--- src/rtl/bld_pkg.sv ---
package bld_pkg;
  typedef enum logic {
    DIR_REV = 1'b0,
    DIR_FWD = 1'b1
  } shift_dir_e;
endpackage

--- src/rtl/bld_shift_chain.sv ---
module bld_shift_chain #(
  parameter int LEN = 16
) (
  input  logic           clk,
  input  logic           rst_n,
  input  logic           shift_en,
  input  logic           dir,
  input  logic           ser_in,
  output logic [LEN-1:0] q,
  output logic [LEN-1:0] q_next
);
  import bld_pkg::*;

  logic [LEN-1:0] shifted;

  always_comb begin
    if (shift_dir_e'(dir) == DIR_FWD) shifted = {q[LEN-2:0], ser_in};
    else                              shifted = {ser_in, q[LEN-1:1]};
    q_next = shift_en ? shifted : q;
  end

  always_ff @(posedge clk or negedge rst_n) begin
    if (!rst_n) q <= '0;
    else        q <= q_next;
  end
endmodule

--- src/rtl/bld_latch_bank.sv ---
module bld_latch_bank #(
  parameter int W = 64
) (
  input  logic         clk,
  input  logic         rst_n,
  input  logic         le,
  input  logic [W-1:0] d_now,
  input  logic [W-1:0] d_next,
  output logic [W-1:0] q
);
  logic [W-1:0] held;

  always_ff @(posedge clk or negedge rst_n) begin
    if (!rst_n)  held <= '0;
    else if (le) held <= d_next;
  end

  assign q = le ? d_now : held;
endmodule

--- src/rtl/bld_out_cond.sv ---
module bld_out_cond #(
  parameter int W = 64
) (
  input  logic         pol_n,
  input  logic         blank_n,
  input  logic [W-1:0] d,
  output logic [W-1:0] q
);
  always_comb begin
    if (!blank_n)    q = '0;
    else if (!pol_n) q = ~d;
    else             q = d;
  end
endmodule

--- src/rtl/bidir_latch_driver.sv ---
module bidir_latch_driver #(
  parameter int NUM_CHAINS = 4,
  parameter int CHAIN_LEN  = 16
) (
  input  logic                             clk,
  input  logic                             rst_n,
  input  logic                             dir,
  input  logic                             in_valid,
  output logic                             in_ready,
  input  logic [NUM_CHAINS-1:0]            ser_in,
  input  logic                             latch_en,
  input  logic                             pol_n,
  input  logic                             blank_n,
  output logic [NUM_CHAINS*CHAIN_LEN-1:0]  drv_out,
  output logic                             cascade_out
);
  localparam int OUT_W = NUM_CHAINS * CHAIN_LEN;

  logic [CHAIN_LEN-1:0] chain_q   [NUM_CHAINS];
  logic [CHAIN_LEN-1:0] chain_nxt [NUM_CHAINS];
  logic [OUT_W-1:0]     sr_now, sr_next, lat_q;
  logic                 beat;

  assign in_ready = 1'b1;
  assign beat     = in_valid & in_ready;

  for (genvar k = 0; k < NUM_CHAINS; k++) begin : g_chain
    bld_shift_chain #(.LEN(CHAIN_LEN)) u_chain (
      .clk      (clk),
      .rst_n    (rst_n),
      .shift_en (beat),
      .dir      (dir),
      .ser_in   (ser_in[k]),
      .q        (chain_q[k]),
      .q_next   (chain_nxt[k])
    );
    for (genvar j = 0; j < CHAIN_LEN; j++) begin : g_stage
      assign sr_now [NUM_CHAINS*j+k] = chain_q[k][j];
      assign sr_next[NUM_CHAINS*j+k] = chain_nxt[k][j];
    end
  end

  bld_latch_bank #(.W(OUT_W)) u_latch (
    .clk    (clk),
    .rst_n  (rst_n),
    .le     (latch_en),
    .d_now  (sr_now),
    .d_next (sr_next),
    .q      (lat_q)
  );

  bld_out_cond #(.W(OUT_W)) u_cond (
    .pol_n   (pol_n),
    .blank_n (blank_n),
    .d       (lat_q),
    .q       (drv_out)
  );

  assign cascade_out = chain_q[NUM_CHAINS-1][CHAIN_LEN-1];
endmodule

--- config.mk ---
export PLATFORM = sky130hd
export DESIGN_NAME = bidir_latch_driver
export DESIGN_NICKNAME = d
export VERILOG_FILES = /design/src/rtl/bld_pkg.sv /design/src/rtl/bld_shift_chain.sv /design/src/rtl/bld_latch_bank.sv /design/src/rtl/bld_out_cond.sv /design/src/rtl/bidir_latch_driver.sv
export SDC_FILE = /design/constraint.sdc
export NUM_CORES = 1
export LEC_CHECK = 0
export ABC_AREA = 1
export BUFFER_PORTS_ARGS = -buffer_cell sky130_fd_sc_hd__buf_2
export CAP_MARGIN = 25
export CELL_PAD_IN_SITES_DETAIL_PLACEMENT = 1
export CELL_PAD_IN_SITES_GLOBAL_PLACEMENT = 2
export CORE_UTILIZATION = 36
export CTS_CLUSTER_SIZE = 40
export DETAILED_ROUTE_END_ITERATION = 10
export PLACE_DENSITY_LB_ADDON = 0.1
export SLEW_MARGIN = 5
export SYNTH_ARGS = -nofsm -noshare
export SYNTH_HDL_FRONTEND = slang
export SYNTH_HIERARCHICAL = 1
export SYNTH_SLANG_ARGS = --single-unit
--- constraint.sdc ---
create_clock -name clk -period 1.6 [get_ports clk]
set_input_delay 0.16 -clock clk [delete_from_list [all_inputs] [get_ports clk]]
set_output_delay 0.16 -clock clk [all_outputs]
set_load 0.005 [all_outputs]
==> flow_summary.ini, run 1 <==
[setup_path]
critPathCaptureType = primary output
cp_num_buf_inv = 1
ff2ff_path_depth = 7
slowest_stage = dfrtp_1
cp_data_required_time_ns = 1.44
cpMostUsedCell = nand2_1
reg2reg_slack_ns = 0.50
r2r-start = g_chain[2].u_chain/q[8]$_DFF_PN0_
path_class = reg2out
critPathArrivalTime_ns = 1.31
critical-path-max-stage-delay_ns = 0.41
path_max_fanout = 3
r2r_end = u_latch/held[38]$_DFFE_PN0P_
crit_path_cell_trace = nand2_1 -> nand2_1 -> nand2_1 -> nand2_1 -> nor2_1 -> buf_2
crit_family = flip-flops
critPathLaunchType = flip-flop

[finish]
syn2layout_area_growth_pct = 11.7
final_util_pct = 41.6
nNetsFinal = 1230
instances_no_fill = 1505
fill_cells = 2785
drive_gt1_share_pct = 17.3

[sta]
finalWorstSetupSlack_ns = 0.128
min_period_over_period_pct = 92.0
slew_violations = 0
max_freq_ghz = 0.679
relSlewSlack_pct = 63.2
finalHoldViolations = 0
tns_ns = 0
grt_setup_unrepaired = no
finalClockSkew_ns = 0.00927
fin_crit_ns = 1.47
max_slew.worst_pin.slew_ns = 0.552
setup_viol = 0

[yosys]
ys_ff_latch = 128
avgSynthCellArea_um2 = 6.78
netlist_area_um2 = 7930
synthesis.instances = 1169
synth_cell_type_count = 14
synth-seq-area-share_pct = 40.4
synth_warnings = 6
syn_nets = 1180

[cts]
cts_made_buffers = 17
cts_root_buf = clkbuf_16
worstSkewPairLatency_ns = 0.42
cts.path.max_buffers = 2
cts.clk_slew.worst_paths_ns = 0.06
cts_resized = 0
ctsHtreeMaxLevel = 4
cts_tree = built
cts_sinks = 128

[min_path]
holdCritStartpoint = ser_in[1]
hold-path-cell-count = 5
hold_class = in2reg
worstHoldEndpoint = g_chain[1].u_chain/q[15]$_DFF_PN0_

[placed_design]
gp_congestion = 0.729
placed_cells = 1469
port-buffer-count = 75
dpl.hpwl_mm = 14.1
pre_cts_ws_ns = 0.238

[die]
core-area_um2 = 21300
die_area_um2 = 22600
num_rows = 53
fp.dieH_um = 150
die_x_um = 150
io_pins = 77
start_util_pct = 37.2

[pwr]
intPower_uw = 6820
comb_power_share_pct = 22.9
power_frac_seq_pct = 39.9
switching_share_pct = 31.3
power_density_nw_per_um2 = 1120
power.leakage_uw = 0.00523
p_total_uw = 9930
switchingPower_uw = 3110
pwr-share-clk_pct = 37.1
ir_drop_uv = 763

[run]
maxCapViolCount = 0

[grt]
track_usage_pct = 20.3
grt_pass1_vias = 6824
grt_first_pass_wirelength_mm = 35.2
grt_start_max_net_pins = 95
antenna_found_initial = 1
grt_remaining_overflow = 0

[drt]
drt_drc_violations_left = 0
vias_per_cell = 4.60
drt_pre_antenna_iters = 4
drt-total-wl_mm = 21.2
wl_per_cell_um = 14.1
drt.antenna.violating_nets = 0
drt_first_iter_violations = 306
num_vias = 6923

[outcome]
outcome = finished clean
how the worst max path moves through the flow:
stage,startpoint,to,depth (start not counted)
final,g_chain[0].u_chain/q[8]$_DFF_PN0_,drv_out[32],6
after global routing,g_chain[3].u_chain/q[9]$_DFF_PN0_,drv_out[39],6
after CTS,g_chain[0].u_chain/q[7]$_DFF_PN0_,drv_out[28],6
after detailed placement,latch_en,drv_out[51],9
after global placement,latch_en,drv_out[28],8
after floorplan,latch_en,drv_out[41],7
metrics by stage:
step                      hold WS [ns]  instance area [µm²]
after floorplan                 -0.136                 7930
after global placement           0.252                 8250
final                            0.112                 8860
after CTS                       0.0969                 8820
after detailed placement         0.249                 8250
after global routing             0.127                 8850
metal layers:
layer	routed length [µm]	part of all wire (%)	track usage (%)
met5	0	0	0
met4	140	0.66	4.44
met3	599	2.8	3.94
met2	9860	46	33.5
met1	10600	50	27.3
cells in the final DEF (no fill, tap or decap):
master	Yosys	routed
clkinvlp_4	0	2
clkinv_2	0	3
buf_12	4	11
clkbuf_16	0	17
nand3_1	24	24
inv_4	8	8
dlygate4sd3_1	0	1
nand3_2	40	40
dfrtp_1	128	128
nand2_2	40	40
clkbuf_8	0	5
conb_1	1	1
inv_2	2	1
buf_4	19	13
nor2_1	128	128
diode_2	0	1
nand2_1	664	664
buf_2	7	72
inv_1	68	68
clkbuf_1	0	2
bufinv_16	0	1
layout make-up:
class / instances / area [µm²] / area share (%)
clock buffer: 24 / 502 / 5.67
timing repair buffer: 97 / 688 / 7.77
antenna: 1 / 2.50 / 0.0283
multi-input combinational: 897 / 3750 / 42.3
inverter: 78 / 314 / 3.55
clock inverter: 5 / 55.1 / 0.622
sequential: 128 / 3200 / 36.2
tap: 275 / 344 / 3.89
worst reg2reg max path: cells and delay by family, from the launching register on:
family	cells	cell delay (ns)
buffers and inverters	2	0.28
flip-flops	1	0.37
AND/OR/NAND/NOR	5	0.34
sequential cells by signal, summed over array words and instances, names as in the netlist:
signal,count
g_chain.u_chain/q,64
u_latch/held,64
power groups by stage:
stage                     Sequential, µW  Combinational [µW]  Clock (µW)
after floorplan                     3950                1690           0
final                               3970                2280        3690
after global placement              4020                2240           0
after global routing                4030                2640        3920
after CTS                           3980                2290        3790
after detailed placement            4030                2270           0
synthesized netlist by cell type:
library cell	number	area share [%]
buf_12	4	1.0
buf_2	7	0.44
buf_4	19	1.8
buf_6	36	5.1
conb_1	1	0.047
dfrtp_1	128	40
inv_1	68	3.2
inv_2	2	0.095
inv_4	8	0.63
nand2_1	664	31
nand2_2	40	3.2
nand3_1	24	1.5
nand3_2	40	5.1
nor2_1	128	6.1
timing repair:
item / CTS / global route
hold buffers: 1 / 0
endpoints found under the hold margin: 128 / 0
endpoints found under the setup margin: 0 / 5
setup buffers: 0 / 5
logic make-up after synthesis:
family	Yosys count	share of synthesized area [%]
buffers and inverters	144	12.3
DFF	128	40.4
other	1	0.0473
and+or+nand+nor	896	47.2
Note: power is estimated with default switching activity, not from simulation.
==> run 2: changes to the inputs <==
--- a/config.mk
+++ b/config.mk
@@ -5,12 +5,12 @@
 export SDC_FILE = /design/constraint.sdc
 export NUM_CORES = 1
 export LEC_CHECK = 0
-export ABC_AREA = 1
 export BUFFER_PORTS_ARGS = -buffer_cell sky130_fd_sc_hd__buf_2
 export CAP_MARGIN = 25
 export CELL_PAD_IN_SITES_DETAIL_PLACEMENT = 1
 export CELL_PAD_IN_SITES_GLOBAL_PLACEMENT = 2
-export CORE_UTILIZATION = 36
+export CORE_MARGIN = 5
+export CORE_UTILIZATION = 43
 export CTS_CLUSTER_SIZE = 40
 export DETAILED_ROUTE_END_ITERATION = 10
 export PLACE_DENSITY_LB_ADDON = 0.1
==> run 2 against run 1 <==
- the run now ends with negative setup slack left
- sequential cell count unchanged
- area after synthesis decreased by 7.5%
- global-route usage decreased by 1.1 points
- largest power group unchanged
- final area increased by 6.5%
- critical endpoint is now drv_out[12]
- clock power decreased by 5.4%
==> flow_summary.ini, run 2 <==
[outcome]
outcome = complete, but fails checks
violations = negative setup slack

[pwr]
ir_drop_uv = 859
switchingPower_uw = 3540
power.leakage_uw = 0.00420
intPower_uw = 8630
pwr-share-clk_pct = 28.7
power_frac_seq_pct = 36.2
p_total_uw = 12200
switching_share_pct = 29.1
power_density_nw_per_um2 = 1290
comb_power_share_pct = 35.1

[finish]
reg.largest.list = g_chain.u_chain/q x64, u_latch/held x64
nNetsFinal = 793
design_area_um2 = 9430
drive_gt1_share_pct = 46.9
final_util_pct = 56.6
layout_commonest_cell = dfrtp_1
antenna_cells = 0
syn2layout_area_growth_pct = 28.6
final_cell_mix = dfrtp_1, buf_4, buf_2

[cts]
cts_tree = built
cts_root_buf = clkbuf_16
cts.clk_slew.worst_paths_ns = 0.06
ctsHtreeMaxLevel = 4
cts.path.max_buffers = 2
cts_sinks = 128
worstSkewPairLatency_ns = 0.41
cts_made_buffers = 17

[sta]
grt_setup_unrepaired = yes
min_period_over_period_pct = 105
tns_ns = -1.73
finalWorstSetupSlack_ns = -0.0817
finalHoldViolations = 0
fin_crit_ns = 1.68
max_freq_ghz = 0.595
finalClockSkew_ns = 0.00362
setup_viol = 61
slew_violations = 0

[run]
maxCapViolCount = 0

[die]
core-area_um2 = 16600
io_pins = 77
start_util_pct = 44.0
die_area_um2 = 19800
die_x_um = 141
fp.dieH_um = 141
num_rows = 47

[yosys]
synth_warnings = 6
synth_top_family_by_area = multiplexers
synth_fa_ha_area_share_pct = 0
synth_cell_type_count = 14
synthXorXnorAreaFrac_pct = 7.65
synth_edf_count = 0
synth_area_leaders = dfrtp_1, mux2_2, mux2i_1
syn_nets = 636
avgSynthCellArea_um2 = 11.7
ys_ff_latch = 128
synthesis.instances = 625
synth_mux_area_share_pct = 28.4
async_flop_share_pct = 100
netlist_area_um2 = 7330
ys_top_cells_by_count = dfrtp_1, mux2_2
synth_top_area_share_pct = 43.7
synth-seq-area-share_pct = 43.7
yosys.area_share.simple_pct = 8.74
synth_compound_area_share_pct = 4.37
synthFlopType = dfrtp_1
synth.largest_area_cell = dfrtp_1

[placed_design]
port-buffer-count = 75
dpl.hpwl_mm = 11.1
gp_congestion = 0.712
pre_cts_ws_ns = 0.0234
post_dp_cell_area_um2 = 7800

[setup_path]
reg2reg_slack_ns = 0.15
cp_data_required_time_ns = 1.44
r2r-start = g_chain[1].u_chain/q[15]$_DFF_PN0_
path_class = reg2out
r2r_end = u_latch/held[57]$_DFFE_PN0P_
ff2ff_path_depth = 6
critPathLaunchType = flip-flop
critPathCaptureType = primary output
critPathArrivalTime_ns = 1.52
path_max_fanout = 2

[min_path]
worstHoldEndpoint = g_chain[0].u_chain/q[0]$_DFF_PN0_
hold_class = in2reg
hold-path-cell-count = 3
holdCritStartpoint = ser_in[0]

[drt]
num_vias = 5160
vias_per_cell = 5.09
drt_pre_antenna_iters = 6
wl_per_cell_um = 18.0
drt.antenna.violating_nets = 0
drt_drc_violations_left = 0
drt-total-wl_mm = 18.3
drt_first_iter_violations = 174

[grt]
track_usage_pct = 19.2
grt_first_pass_wirelength_mm = 30.6
grt_remaining_overflow = 0
grt_pass1_vias = 5609
antenna_found_initial = 0
grt_start_max_net_pins = 65
[run 2: cell types whose count changed after synthesis, moves of 64 or more]
cell     delta
a21oi_1    +64
and2_1     +64
inv_1      -68
mux2_2    +128
mux2i_1    +64
nand2_1   -664
nor2_1     -64
xnor2_1    +64
[run 2: through the flow]
| step | hold slack (ns) | instances |
|---|---|---|
| 2_1_floorplan | -0.136 | 625 |
| 3_3_place_gp | 0.0918 | 896 |
| 3_5_place_dp | 0.104 | 896 |
| 4_1_cts | 0.105 | 999 |
| 5_1_grt | 0.131 | 1014 |
| 6_report | 0.122 | 1014 |
[run 2: repair_timing]
item	in CTS	in global routing
resized for setup	74	18
hold endpoints to repair	32	0
gates cloned	0	0
pin swaps	43	5
buffers inserted	70	15
hold buffers	2	0
setup endpoints to repair	64	64
[run 2: power by group through the flow]
stage,Clock (µW),Sequential (µW),Combinational [µW]
final,3490,4410,4270
after global routing,3740,4500,4670
after CTS,3560,4390,4050
after detailed placement,0,4680,2860
after global placement,0,4630,2770
after floorplan,0,4400,2200
[run 2: worst max-delay path by stage]
stage | from | to | slack, ns | cells past startpoint
finish | u_latch/held[12]$_DFFE_PN0P_ | drv_out[12] | -0.08 | 4
global route | u_latch/held[53]$_DFFE_PN0P_ | drv_out[53] | -0.15 | 4
detailed placement | latch_en | drv_out[62] | 0.02 | 6
floorplan | latch_en | drv_out[0] | 0.38 | 5
global placement | latch_en | drv_out[20] | 0.02 | 6
CTS | u_latch/held[12]$_DFFE_PN0P_ | drv_out[12] | -0.09 | 4
[run 2: final cells by class]
class	instances	area [µm²]
multi-input combinational	449	4040
clock buffer	25	495
clock inverter	6	32.5
timing repair buffer	186	1380
sequential	128	3210
tap	220	275
fill	1755	7210
[run 2: kinds of logic (layout without fill, tap and decap cells)]
logic type,count (synthesis),after routing
AOI/OAI and AO/OA,64,64
xor gates and xnor gates,64,64
DFF,128,128
muxes,192,192
other,1,1
buffers and inverters,48,217
and+or+nand+nor,128,128
[run 2: metal layers]
layer	vias up	routed length, µm	part of all wire, %	track usage, %
met5	-	0	0	0
met4	0	356	2.0	6.17
met3	21	458	2.5	3.37
met2	76	8880	49	31.1
met1	2614	8560	47	26.2
li1	2449	-	-	-
[run 2: worst max-delay path, stage by stage, from the launching register on]
cell and delay (ns):
dfrtp_1 0.40, mux2_4 0.29, xnor2_2 0.14, and2_1 0.15, buf_2 0.13
